--- src/rtl/spi_psc_pkg.sv ---
package spi_psc_pkg;

  localparam int unsigned PSC_CFG_W = 8;
  localparam int unsigned PSC_DIV_W = 11;

  typedef enum logic {
    ENC_LEGACY   = 1'b0,
    ENC_EXTENDED = 1'b1
  } psc_enc_e;

  localparam logic [PSC_CFG_W-1:0] LEGACY_MASK = 8'h1F;
  localparam logic [PSC_CFG_W-1:0] EXT_MASK    = 8'hDF;

  // Legacy: bit4 set with n=bits[3:0] gives 2n; everything under 4 clamps to 4.
  function automatic logic [PSC_DIV_W-1:0] legacy_div(input logic [PSC_CFG_W-1:0] f);
    logic [3:0] n;
    n = f[3:0];
    if (!f[4] || n < 4'd2) return PSC_DIV_W'(4);
    return PSC_DIV_W'({n, 1'b0});
  endfunction

  // Extended: mantissa in bits[3:0], exponent split over bits 7:6 and 4.
  function automatic logic [PSC_DIV_W-1:0] ext_div(input logic [PSC_CFG_W-1:0] f);
    logic [3:0] m;
    logic [2:0] e;
    m = f[3:0];
    e = {f[7:6], f[4]};
    if (m < 4'd2) return PSC_DIV_W'(2);
    return PSC_DIV_W'(m) << e;
  endfunction

  function automatic logic [PSC_DIV_W-1:0] low_half(input logic [PSC_DIV_W-1:0] d);
    return d >> 1;
  endfunction

  function automatic logic [PSC_DIV_W-1:0] high_half(input logic [PSC_DIV_W-1:0] d);
    return d - (d >> 1);
  endfunction

endpackage

--- src/rtl/psc_decode.sv ---
module psc_decode
  import spi_psc_pkg::*;
#(
  parameter int unsigned CFG_W = PSC_CFG_W,
  parameter int unsigned DIV_W = PSC_DIV_W
) (
  input  logic             clk_i,
  input  logic             rst_ni,
  input  logic [CFG_W-1:0] cfg_i,
  input  logic             enc_ext_i,
  output logic [DIV_W-1:0] div_o
);

  psc_enc_e        enc;
  logic [CFG_W-1:0] field;
  logic [DIV_W-1:0] leg_div;
  logic [DIV_W-1:0] xt_div;

  always_comb begin
    enc     = psc_enc_e'(enc_ext_i);
    field   = cfg_i & ((enc == ENC_EXTENDED) ? EXT_MASK : LEGACY_MASK);
    leg_div = DIV_W'(legacy_div(field));
    xt_div  = DIV_W'(ext_div(field));
    div_o   = (enc == ENC_EXTENDED) ? xt_div : leg_div;
  end

  // legacy output is always an even value within 4..30
  assert_legacy_range_R1: assert property (@(posedge clk_i) disable iff (!rst_ni)
    !enc_ext_i |-> (!div_o[0] && div_o >= DIV_W'(4) && div_o <= DIV_W'(30)));

  // extended output never stalls and never exceeds the top divisor
  assert_ext_range_R3: assert property (@(posedge clk_i) disable iff (!rst_ni)
    enc_ext_i |-> (div_o >= DIV_W'(2) && div_o <= DIV_W'(1920)));

endmodule

--- src/rtl/psc_div_hold.sv ---
module psc_div_hold #(
  parameter int unsigned DIV_W = spi_psc_pkg::PSC_DIV_W
) (
  input  logic             clk_i,
  input  logic             rst_ni,
  input  logic             load_i,
  input  logic [DIV_W-1:0] div_i,
  output logic [DIV_W-1:0] div_o
);

  always_ff @(posedge clk_i) begin
    if (!rst_ni)     div_o <= DIV_W'(4);
    else if (load_i) div_o <= div_i;
  end

endmodule

--- src/rtl/psc_half_split.sv ---
module psc_half_split
  import spi_psc_pkg::*;
#(
  parameter int unsigned DIV_W = PSC_DIV_W
) (
  input  logic [DIV_W-1:0] div_i,
  output logic [DIV_W-1:0] lo_len_o,
  output logic [DIV_W-1:0] hi_len_o
);

  always_comb begin
    lo_len_o = DIV_W'(low_half(PSC_DIV_W'(div_i)));
    hi_len_o = DIV_W'(high_half(PSC_DIV_W'(div_i)));
  end

endmodule

--- src/rtl/psc_phase_ctr.sv ---
module psc_phase_ctr #(
  parameter int unsigned DIV_W = spi_psc_pkg::PSC_DIV_W
) (
  input  logic             clk_i,
  input  logic             rst_ni,
  input  logic             start_i,
  input  logic             stop_i,
  input  logic [DIV_W-1:0] lo_len_i,
  input  logic [DIV_W-1:0] hi_len_i,
  output logic             running_o,
  output logic             tick_o,
  output logic             sck_o
);

  logic [DIV_W-1:0] cnt_q;
  logic [DIV_W-1:0] half_len;
  logic             half_done;

  always_comb begin
    half_len  = sck_o ? hi_len_i : lo_len_i;
    half_done = running_o && (cnt_q == half_len - DIV_W'(1));
  end

  always_ff @(posedge clk_i) begin
    if (!rst_ni) begin
      running_o <= 1'b0;
      cnt_q     <= '0;
      sck_o     <= 1'b0;
      tick_o    <= 1'b0;
    end else if (stop_i) begin
      running_o <= 1'b0;
      cnt_q     <= '0;
      sck_o     <= 1'b0;
      tick_o    <= 1'b0;
    end else if (start_i) begin
      running_o <= 1'b1;
      cnt_q     <= '0;
      sck_o     <= 1'b0;
      tick_o    <= 1'b0;
    end else if (half_done) begin
      cnt_q  <= '0;
      sck_o  <= ~sck_o;
      tick_o <= 1'b1;
    end else begin
      cnt_q  <= running_o ? cnt_q + DIV_W'(1) : '0;
      tick_o <= 1'b0;
    end
  end

  // a tick always marks a change of the serial clock level
  assert_tick_toggles_R6: assert property (@(posedge clk_i) disable iff (!rst_ni)
    tick_o |-> (sck_o != $past(sck_o)));

  // the half counter never passes the length of the current half
  assert_cnt_bound_R7: assert property (@(posedge clk_i) disable iff (!rst_ni)
    running_o |-> (cnt_q < half_len));

  // a start (without stop) opens the low half from a cleared count
  assert_start_low_R7: assert property (@(posedge clk_i) disable iff (!rst_ni)
    (start_i && !stop_i) |=> (running_o && !sck_o && cnt_q == '0));

  // stop silences both outputs at the next edge
  assert_stop_quiet_R8: assert property (@(posedge clk_i) disable iff (!rst_ni)
    stop_i |=> (!running_o && !sck_o && !tick_o));

  // no tick while idle
  assert_idle_no_tick_R8: assert property (@(posedge clk_i) disable iff (!rst_ni)
    (!running_o && !$past(running_o)) |-> !tick_o);

endmodule

--- src/rtl/sclk_prescaler.sv ---
module sclk_prescaler
  import spi_psc_pkg::*;
#(
  parameter int unsigned CFG_W = PSC_CFG_W,
  parameter int unsigned DIV_W = PSC_DIV_W
) (
  input  logic             clk_i,
  input  logic             rst_ni,
  input  logic [CFG_W-1:0] cfg_i,
  input  logic             enc_ext_i,
  input  logic             start_i,
  input  logic             stop_i,
  output logic             tick_o,
  output logic             sck_o
);

  logic [DIV_W-1:0] div_now;
  logic [DIV_W-1:0] div_q;
  logic [DIV_W-1:0] lo_len;
  logic [DIV_W-1:0] hi_len;
  logic             running;
  logic             hold_load;

  assign hold_load = !running || start_i;

  psc_decode #(.CFG_W(CFG_W), .DIV_W(DIV_W)) u_decode (
    .clk_i     (clk_i),
    .rst_ni    (rst_ni),
    .cfg_i     (cfg_i),
    .enc_ext_i (enc_ext_i),
    .div_o     (div_now)
  );

  psc_div_hold #(.DIV_W(DIV_W)) u_hold (
    .clk_i  (clk_i),
    .rst_ni (rst_ni),
    .load_i (hold_load),
    .div_i  (div_now),
    .div_o  (div_q)
  );

  psc_half_split #(.DIV_W(DIV_W)) u_split (
    .div_i    (div_q),
    .lo_len_o (lo_len),
    .hi_len_o (hi_len)
  );

  psc_phase_ctr #(.DIV_W(DIV_W)) u_ctr (
    .clk_i     (clk_i),
    .rst_ni    (rst_ni),
    .start_i   (start_i),
    .stop_i    (stop_i),
    .lo_len_i  (lo_len),
    .hi_len_i  (hi_len),
    .running_o (running),
    .tick_o    (tick_o),
    .sck_o     (sck_o)
  );

  // the captured divisor is frozen for the length of a transfer
  assert_freeze_R9: assert property (@(posedge clk_i) disable iff (!rst_ni)
    (running && !start_i) |=> $stable(div_q));

  // the two halves always add back up to the captured divisor
  assert_halves_sum_R7: assert property (@(posedge clk_i) disable iff (!rst_ni)
    (lo_len + hi_len == div_q) && (hi_len >= lo_len));

  // leaving reset the block is idle with a low clock
  assert_reset_idle_R10: assert property (@(posedge clk_i)
    !$past(rst_ni) |-> (!running && !sck_o && !tick_o));

endmodule

--- config.mk ---
export PLATFORM = sky130hd
export DESIGN_NAME = sclk_prescaler
export DESIGN_NICKNAME = d
export VERILOG_FILES = /design/src/rtl/spi_psc_pkg.sv /design/src/rtl/psc_decode.sv /design/src/rtl/psc_div_hold.sv /design/src/rtl/psc_half_split.sv /design/src/rtl/psc_phase_ctr.sv /design/src/rtl/sclk_prescaler.sv
export SDC_FILE = /design/constraint.sdc
export NUM_CORES = 1
export LEC_CHECK = 0
export BUFFER_PORTS_ARGS = -buffer_cell sky130_fd_sc_hd__buf_2
export CORE_UTILIZATION = 66
export DETAILED_ROUTE_END_ITERATION = 8
export GPL_TIMING_DRIVEN = 0
export PLACE_DENSITY = 0.86
export SLEW_MARGIN = 10
export SYNTH_ARGS = -nofsm -noshare
export SYNTH_HDL_FRONTEND = slang
export SYNTH_SLANG_ARGS = --single-unit
--- constraint.sdc ---
create_clock -name clk_i -period 7.5 [get_ports clk_i]
set_clock_uncertainty 0.2 [all_clocks]
set_input_delay 1.125 -clock clk_i [delete_from_list [all_inputs] [get_ports clk_i]]
set_output_delay 1.125 -clock clk_i [all_outputs]
set_load 0.005 [all_outputs]
==> results of run 1 <==
-- worst max-delay path, cell delays in order, from the launching register on --
cell and delay, ns:
dfxtp_1 0.36, inv_1 0.05, ha_1 0.21, fa_1 0.40
nand2b_2 0.24, a21o_1 0.18, a211o_2 0.33, a211oi_4 0.30
a31oi_1 0.15, or2_0 0.24, o31ai_1 0.24, o2111a_2 0.31
buf_12 0.17, nor3_2 0.05
-- cells in the final DEF, fill, tap and decap left out, drive strengths merged, types with 3 or more instances in the layout --
| master | Yosys | final |
|---|---|---|
| nand2 | 25 | 25 |
| dfxtp | 25 | 25 |
| buf | 5 | 18 |
| nand3 | 16 | 16 |
| xnor2 | 16 | 16 |
| inv | 15 | 15 |
| nor3 | 15 | 15 |
| o21ai | 14 | 14 |
| nor2 | 13 | 13 |
| ha | 12 | 12 |
| a21oi | 10 | 10 |
| clkbuf | 7 | 10 |
| xor2 | 9 | 9 |
| nor2b | 8 | 8 |
| mux2i | 7 | 7 |
| o211ai | 7 | 7 |
| nand2b | 6 | 6 |
| and3 | 5 | 5 |
| mux2 | 4 | 4 |
| a21o | 4 | 4 |
| a211oi | 4 | 4 |
| or3 | 3 | 3 |
| o31ai | 3 | 3 |
| and2 | 3 | 3 |
| o2111ai | 3 | 3 |
| a22oi | 3 | 3 |
| o211a | 3 | 3 |
| a31oi | 3 | 3 |
-- per-stage QoR --
stage / setup slack, ns / power (mW) / cells / utilization [%]
floorplan: 4.24 / 0.228 / 278 / -
global placement: 4.01 / 0.245 / 337 / 73.6
detailed placement: 3.96 / 0.247 / 337 / 73.6
CTS: 3.96 / 0.309 / 341 / 74.4
global route: 3.76 / 0.326 / 341 / 74.4
finish: 3.95 / 0.308 / 341 / 74.4
-- where the power goes --
part	internal (mW)	total, mW	switching, mW
Sequential	0.136	0.139	0.00364
Clock	0.0200	0.0612	0.0412
Combinational	0.0462	0.107	0.0612
-- flip-flops by register name (all words and copies together), names as in the netlist --
register,cells
u_hold.div_o,11
u_ctr.running_o,1
u_ctr.sck_o,1
u_ctr.tick_o,1
u_ctr.cnt_q,11
-- routing by layer --
metal / share of wire [%] / vias up / track usage, % / wire length, um
met5: 0 / - / 0 / 0
met3: 3.4 / 12 / 3.11 / 172
met2: 45 / 40 / 46.1 / 2260
met4: 2.4 / 0 / 12.7 / 122
met1: 49 / 959 / 39.6 / 2480
li1: - / 1051 / - / -
-- layout make-up --
class	count	area (um^2)	share of cell area [%]
multi-input cells	226	1730	69.2
flip-flops and latches	25	500	20.0
repair buffers	13	65.1	2.60
plain buffers	12	65.1	2.60
well taps	46	57.6	2.30
inverters	15	56.3	2.25
clock buffers	3	22.5	0.900
clock inverters	1	5.00	0.200
-- cell families after synthesis --
family                     after synthesis  synth area share (%)
AOI/OAI and AO/OA                       67                  22.5
xor gates and xnor gates                27                  11.5
adders and majority gates               13                  7.23
buffers and inverters                   27                  5.16
DFF                                     25                  21.3
muxes                                   11                  4.89
and+or+nand+nor                        108                  27.4
-- final timing paths --
check                  startpoint              to  slack [ns]  cells past startpoint
setup / recovery  u_hold.div_o[0]  u_ctr.cnt_q[8]        3.95                     13
hold / removal     u_ctr.cnt_q[0]  u_ctr.cnt_q[0]        0.31                      1
setup reg to reg  u_hold.div_o[0]  u_ctr.cnt_q[8]        3.95                     13
hold reg to reg    u_ctr.cnt_q[0]  u_ctr.cnt_q[0]        0.31                      1
==> metrics.txt, run 1 <==
Syn Std Cell Area 2350 um^2; CP Max Fanout 10; ratio of cells with drive above 1 in the final layout 19.3%; DRT Pass-1 Iters 4; Synthesized Nets 304; CTS buffer count 3; RSZ-0062 raised after global routing false; Synth area leaders dfxtp_1, ha_1, xnor2_1; Fillers 283; row count 21; vias in the first global route 1907; Leak 0.967 nW; Seq/Total Area, Yosys 21.3%; Post-synth EDFFs 0; FF+latch count, synth 25; initial antenna violation count 0; DRT Wirelength 5030 um; Worst-Margin Slew 0.720 ns; DP Area 2470 um^2; Worst EP required 7.51 ns; setup bufs post-CTS 0; CTS H-tree lvls 1; PD cells 123 nW/um^2; MaxCap Viol Count 0; status complete, no violations; CTS Sinks 25; largest net degree at the start of global routing 15; Vias/cell 6.05; Syn Inst Count 278; Crit Path Category flip-flop to flip-flop; Main synth FF type dfxtp_1; Synth top area share 21.3%; fin nets 322; first-pass GRT wire length 8170 um; Die Width 61.7 um; Area Growth Syn to Fin 6.38%; # diodes 0; drt drc 0; crit end category flip-flop; PostCTS Resize Cnt 0; post-route cell area 2500 um^2; fmax 0.282 GHz; WP data arrival 3.56 ns; GR Util All Layers 28.9%; Hold WC Path Type flip-flop to flip-flop; max-slew violation count 0; Skew-Pair Late Insertion Delay 0.33 ns; mean post-synth cell area 8.46 um^2; Fin. Hold Viols 0; total gr overflow 0; period utilization 47.4%; clock tree buffer depth 2; Post-synth ARST share 0%; count of final setup violators 0; maximum vdd drop 0.0000766 V; Die Y 61.7 um; clock transition at the registers of the reported paths 0.14 ns; Routed Antenna Nets 0; top cells by count, synth dfxtp_1, nand2_1, nand3_1; Core ar. 3360 um^2; normalized max-slew margin 52.0%; Root Driver clkbuf_4; setup TNS 0 ns; Min Hold Slack 0.315 ns; routed len/inst 14.7 um; fin crit period 3.55 ns; DPL Wire Length 3930 um; Initial Util 69.9%; full die area 3810 um^2; via count 2062; synth unique cells 66; Yosys Warn Count 0; nature of the critical path startpoint flip-flop; Initial DRC Count 85; cell taking the most area after synthesis dfxtp_1; port bufs 13; # IOs 15; CTS tree yes; post-cts hold buffer count 0; gpl congestion 0.951
Note: power is estimated with default switching activity, not from simulation.
==> inputs of run 2 (changes only) <==
--- a/config.mk
+++ b/config.mk
@@ -6,10 +6,10 @@
 export NUM_CORES = 1
 export LEC_CHECK = 0
 export BUFFER_PORTS_ARGS = -buffer_cell sky130_fd_sc_hd__buf_2
-export CORE_UTILIZATION = 66
+export CORE_UTILIZATION = 55
 export DETAILED_ROUTE_END_ITERATION = 8
 export GPL_TIMING_DRIVEN = 0
-export PLACE_DENSITY = 0.86
+export PLACE_DENSITY = 0.76
 export SLEW_MARGIN = 10
 export SYNTH_ARGS = -nofsm -noshare
 export SYNTH_HDL_FRONTEND = slang
==> constraint.sdc (replaced) <==
create_clock -name clk_i -period 3 [get_ports clk_i]
set_clock_uncertainty 0.2 [all_clocks]
set_input_delay 0.45 -clock clk_i [delete_from_list [all_inputs] [get_ports clk_i]]
set_output_delay 0.45 -clock clk_i [all_outputs]
set_load 0.005 [all_outputs]
==> run 2 against run 1 <==
Against the previous run: final cell count grew 2.3%; hold slack lost 0.094 ns; the run now ends with setup timing left; critical endpoint is now u_ctr.cnt_q[6]; register-to-register slack lost 4.3 ns; global-route usage shrank 5.3 points; largest cell class unchanged; wire length shrank 2.8%.
==> metrics.txt, run 2 (synthesis results as in run 1) <==
status finished, violations left; failing checks setup timing; Critical path origin u_hold.div_o[0]; Area Growth Syn to Fin 10.4%; maximum vdd drop 0.000204 V; ratio of cells with drive above 1 in the final layout 22.7%; R2R depth 13; Die Width 67.4 um; gpl congestion 0.882; full die area 4540 um^2; row count 23; DPL Wire Length 3890 um; Initial Util 58.0%; via count 2034; CP Max Fanout 10; CTS H-tree lvls 1; Worst Setup EP u_ctr.cnt_q[6]; Fin. Hold Viols 0; reg2reg end u_ctr.cnt_q[6]; final core utilization 64.0%; clock tree buffer depth 2; post-route cell area 2600 um^2; Routed Antenna Nets 0; fin nets 326; GR Util All Layers 23.7%; worst r2r src u_hold.div_o[0]; Fillers 340; Skew-Pair Late Insertion Delay 0.27 ns; Initial DRC Count 99; routed len/inst 14.0 um; Seq. cell area 505 um^2; # diodes 0; max-slew violation count 0; Die Y 67.4 um; CTS tree yes; normalized max-slew margin 53.4%; nature of the critical path startpoint flip-flop; Worst-Margin Slew 0.698 ns; largest net degree at the start of global routing 15; MaxCap Viol Count 0; R2R Setup Slk -0.30 ns; biggest regs u_ctr.cnt_q x11, u_hold.div_o x11; total power 829 uW; first-pass GRT wire length 8380 um; Vias/cell 5.83; Root Driver clkbuf_8; most frequent cells in the layout nand2_1, dfxtp_1, nand3_1; Crit Path Category flip-flop to flip-flop; vias in the first global route 1899; final setup margin -0.304 ns; RSZ-0062 raised after global routing true; commonest non-fill, non-tap cell in the layout nand2_1; port bufs 13; DP Area 2500 um^2; drt drc 0; count of final setup violators 13; total gr overflow 0; DRT Wirelength 4890 um; CTS Sinks 25; Hold WC Path Type input pin to flip-flop; clock transition at the registers of the reported paths 0.09 ns; Leak 1.01 nW; CTS buffer count 3; Core ar. 4060 um^2; initial antenna violation count 0; Worst EP required 2.94 ns; WP data arrival 3.24 ns; PD cells 319 nW/um^2; fmax 0.303 GHz; crit end category flip-flop; DRT Pass-1 Iters 5; period utilization 110%; # IOs 15; fin crit period 3.30 ns; area occupied by multi-input gates 1760 um^2
## run 2: power by group
part / switching (mW) / internal (mW) / total (mW)
logic: 0.155 / 0.124 / 0.279
registers: 0.00888 / 0.338 / 0.347
clock network: 0.110 / 0.0930 / 0.203
total: 0.274 / 0.555 / 0.829
## run 2: how the worst min path moves through the flow
stage	startpoint	endpoint	slack, ns	cells after the start
after detailed placement	u_ctr.cnt_q[0]	u_ctr.cnt_q[0]	0.30	1
after global routing	rst_ni	u_hold.div_o[0]	0.24	2
after CTS	rst_ni	u_hold.div_o[0]	0.23	2
after global placement	u_ctr.cnt_q[0]	u_ctr.cnt_q[0]	0.30	1
final	rst_ni	u_hold.div_o[0]	0.22	2
after floorplan	u_ctr.cnt_q[0]	u_ctr.cnt_q[0]	0.27	1
## run 2: metrics by stage
| step | hold slack, ns | setup slack [ns] | std cells | TNS [ns] |
|---|---|---|---|---|
| after floorplan | 0.270 | -0.0758 | 278 | -0.756 |
| after global placement | 0.299 | -0.338 | 341 | -3.98 |
| after detailed placement | 0.297 | -0.330 | 341 | -3.87 |
| after CTS | 0.230 | -0.271 | 349 | -3.12 |
| after global routing | 0.242 | -0.494 | 349 | -5.98 |
| final | 0.220 | -0.304 | 349 | -3.56 |
## run 2: per-layer routing
metal	vias to the layer above	part of all wire, %	global-route usage (%)
met4	0	0.61	4.52
met2	39	45	38.8
met1	940	51	33.5
met5	-	0	0
met3	4	3.4	2.36
li1	1051	-	-
## run 2: area by class of cell
type / instances / area share [%]
plain buffers: 12 / 2.70
clock buffers: 3 / 1.59
clock inverters: 1 / 0.193
inverters: 15 / 2.17
multi-input cells: 226 / 67.8
flip-flops and latches: 25 / 19.5
well taps: 50 / 2.41
repair buffers: 17 / 3.66
## run 2: worst max-delay path, stage by stage (launching register included)
cell and delay [ns]:
dfxtp_2 0.34, inv_2 0.04, ha_4 0.15, fa_2 0.35, nand2b_4 0.17, a21o_1 0.18
a211o_2 0.33, a211oi_4 0.27, xnor2_1 0.19, xnor2_1 0.16, nor4b_4 0.23, o2111a_2 0.34
buf_12 0.16, nor3_2 0.05
## run 2: what timing repair did
item / in CTS / in global routing
buffers inserted: 4 / 0
endpoints found under the setup margin: 13 / 13
hold buffers: 0 / 0
pin swaps: 1 / 0
gates resized for setup: 2 / 3
endpoints found under the hold margin: 0 / 0
==> inputs of run 3 (changes only) <==
--- a/config.mk
+++ b/config.mk
@@ -6,10 +6,13 @@
 export NUM_CORES = 1
 export LEC_CHECK = 0
 export BUFFER_PORTS_ARGS = -buffer_cell sky130_fd_sc_hd__buf_2
-export CORE_UTILIZATION = 55
+export CELL_PAD_IN_SITES_DETAIL_PLACEMENT = 1
+export CELL_PAD_IN_SITES_GLOBAL_PLACEMENT = 1
+export CORE_UTILIZATION = 42
+export CTS_CLUSTER_DIAMETER = 100
 export DETAILED_ROUTE_END_ITERATION = 8
 export GPL_TIMING_DRIVEN = 0
-export PLACE_DENSITY = 0.76
+export PLACE_DENSITY_LB_ADDON = 0.1
 export SLEW_MARGIN = 10
 export SYNTH_ARGS = -nofsm -noshare
 export SYNTH_HDL_FRONTEND = slang
==> run 3 against run 2 <==
Against the previous run: non-clock buffer count up 2; highest routed layer unchanged; via count up 1.3%; sequential power about the same; the flow still finishes with violations (setup timing); register-to-register slack worse by 0.03 ns; final cell count up 6.3%; die area up 30%.
==> metrics.txt, run 3 (synthesis results as in run 1) <==
status finished, violations left; failing checks setup timing; PD cells 320 nW/um^2; Worst-Margin Slew 0.712 ns; # IOs 15; DP Area 2530 um^2; Root Driver clkbuf_8; Die Width 76.8 um; largest net degree at the start of global routing 16; CP Max Fanout 4; MaxCap Viol Count 0; met3 wire length 88 um; DRT Pass-1 Iters 4; total power 853 uW; maximum vdd drop 0.000179 V; RSZ-0062 raised after global routing true; biggest regs u_ctr.cnt_q x11, u_hold.div_o x11; most frequent cells in the layout nand2_1, dfxtp_1, nand3_1; met1 wire length 3000 um; first-pass GRT wire length 9870 um; count of final setup violators 13; routed length on met2 2710 um; GR Util All Layers 21.0%; nature of the critical path startpoint flip-flop; post-route cell area 2670 um^2; vias in the first global route 2061; row count 26; CTS buffer count 3; Placed Cells 361; max-slew violation count 0; R2R depth 14; fmax 0.300 GHz; Initial Util 44.9%; HP Start start_i; WP data arrival 3.35 ns; normalized max-slew margin 52.5%; period utilization 111%; Skew-Pair Late Insertion Delay 0.28 ns; crit end category flip-flop; drt drc 0; fin crit period 3.33 ns; CTS Sinks 25; Leak 1.01 nW; Seq. cell area 508 um^2; Fin. Hold Viols 0; Area Growth Syn to Fin 13.4%; Hold Path Stages 3; ratio of cells with drive above 1 in the final layout 24.9%; routed len/inst 15.8 um; CTS tree yes; reg2reg end u_ctr.cnt_q[1]; full die area 5900 um^2; Core ar. 5240 um^2; # diodes 0; worst r2r src u_hold.div_o[0]; R2R Setup Slk -0.33 ns; fin nets 328; Min Hold Slack 0.214 ns; clock transition at the registers of the reported paths 0.10 ns; gpl congestion 0.891; Hold EP u_ctr.running_o; Worst EP required 3.01 ns; initial antenna violation count 0; DRT Wirelength 5860 um; CTS H-tree lvls 1; Fillers 648; Die Y 76.8 um; Cell Count, Final, Fillers Out 371; port bufs 13; Initial DRC Count 61; setup TNS -4.05 ns; Vias/cell 5.56; final setup margin -0.335 ns; total gr overflow 0; commonest non-fill, non-tap cell in the layout nand2_1; Crit Path Category flip-flop to flip-flop; DPL Wire Length 4680 um; via count 2061; clock tree buffer depth 2; area occupied by multi-input gates 1780 um^2; Hold WC Path Type input pin to flip-flop; uppermost layer routed met4; Routed Antenna Nets 0
-- run 3: final cells by class --
class	count	share of cell area (%)
multi-input combinational	226	66.7
sequential	25	19.0
timing repair buffer	19	4.13
tap	70	3.28
buffer	12	2.86
inverter	15	2.11
clock buffer	3	1.55
clock inverter	1	0.281
-- run 3: where the power goes --
| part | internal, mW | switching [mW] |
|---|---|---|
| logic | 0.127 | 0.165 |
| clock network | 0.0945 | 0.118 |
| registers | 0.339 | 0.00937 |
| total | 0.560 | 0.293 |
-- run 3: worst max-delay path, cell delays in order (launching register included) --
cell and delay [ns]:
dfxtp_2 0.34, inv_2 0.04, ha_4 0.15, fa_2 0.35, nand2b_4 0.17, a21o_1 0.17
a211o_2 0.34, a211oi_4 0.24, o211ai_1 0.16, buf_4 0.17, nor3b_2 0.17, xnor3_1 0.23
o2111a_2 0.20, buf_4 0.16, nor3b_2 0.17
-- run 3: worst max path at each step --
stage                    startpoint               to  slack (ns)
floorplan           u_hold.div_o[0]  u_ctr.cnt_q[10]       -0.08
global placement        u_ctr.sck_o   u_ctr.cnt_q[5]       -0.45
detailed placement      u_ctr.sck_o   u_ctr.cnt_q[0]       -0.49
CTS                 u_hold.div_o[0]   u_ctr.cnt_q[0]       -0.29
global route        u_hold.div_o[0]   u_ctr.cnt_q[6]       -0.52
finish              u_hold.div_o[0]   u_ctr.cnt_q[1]       -0.33
-- run 3: metal layers --
layer  vias up  track usage (%)
met2        18             35.1
met3         5             1.79
met5         -                0
li1       1054                -
met1       984             28.7
met4         0             5.77
-- run 3: timing repair --
action	in CTS	in global routing
hold buffers	0	0
pin swaps	4	5
resized for setup	10	4
setup endpoints to repair	13	13
buffers inserted	2	4
-- run 3: stage by stage --
stage | worst slack, ns | util [%]
after floorplan | -0.0758 | -
after global placement | -0.455 | 48.3
after detailed placement | -0.486 | 48.3
after CTS | -0.288 | 50.0
after global routing | -0.515 | 50.9
final | -0.335 | 50.9
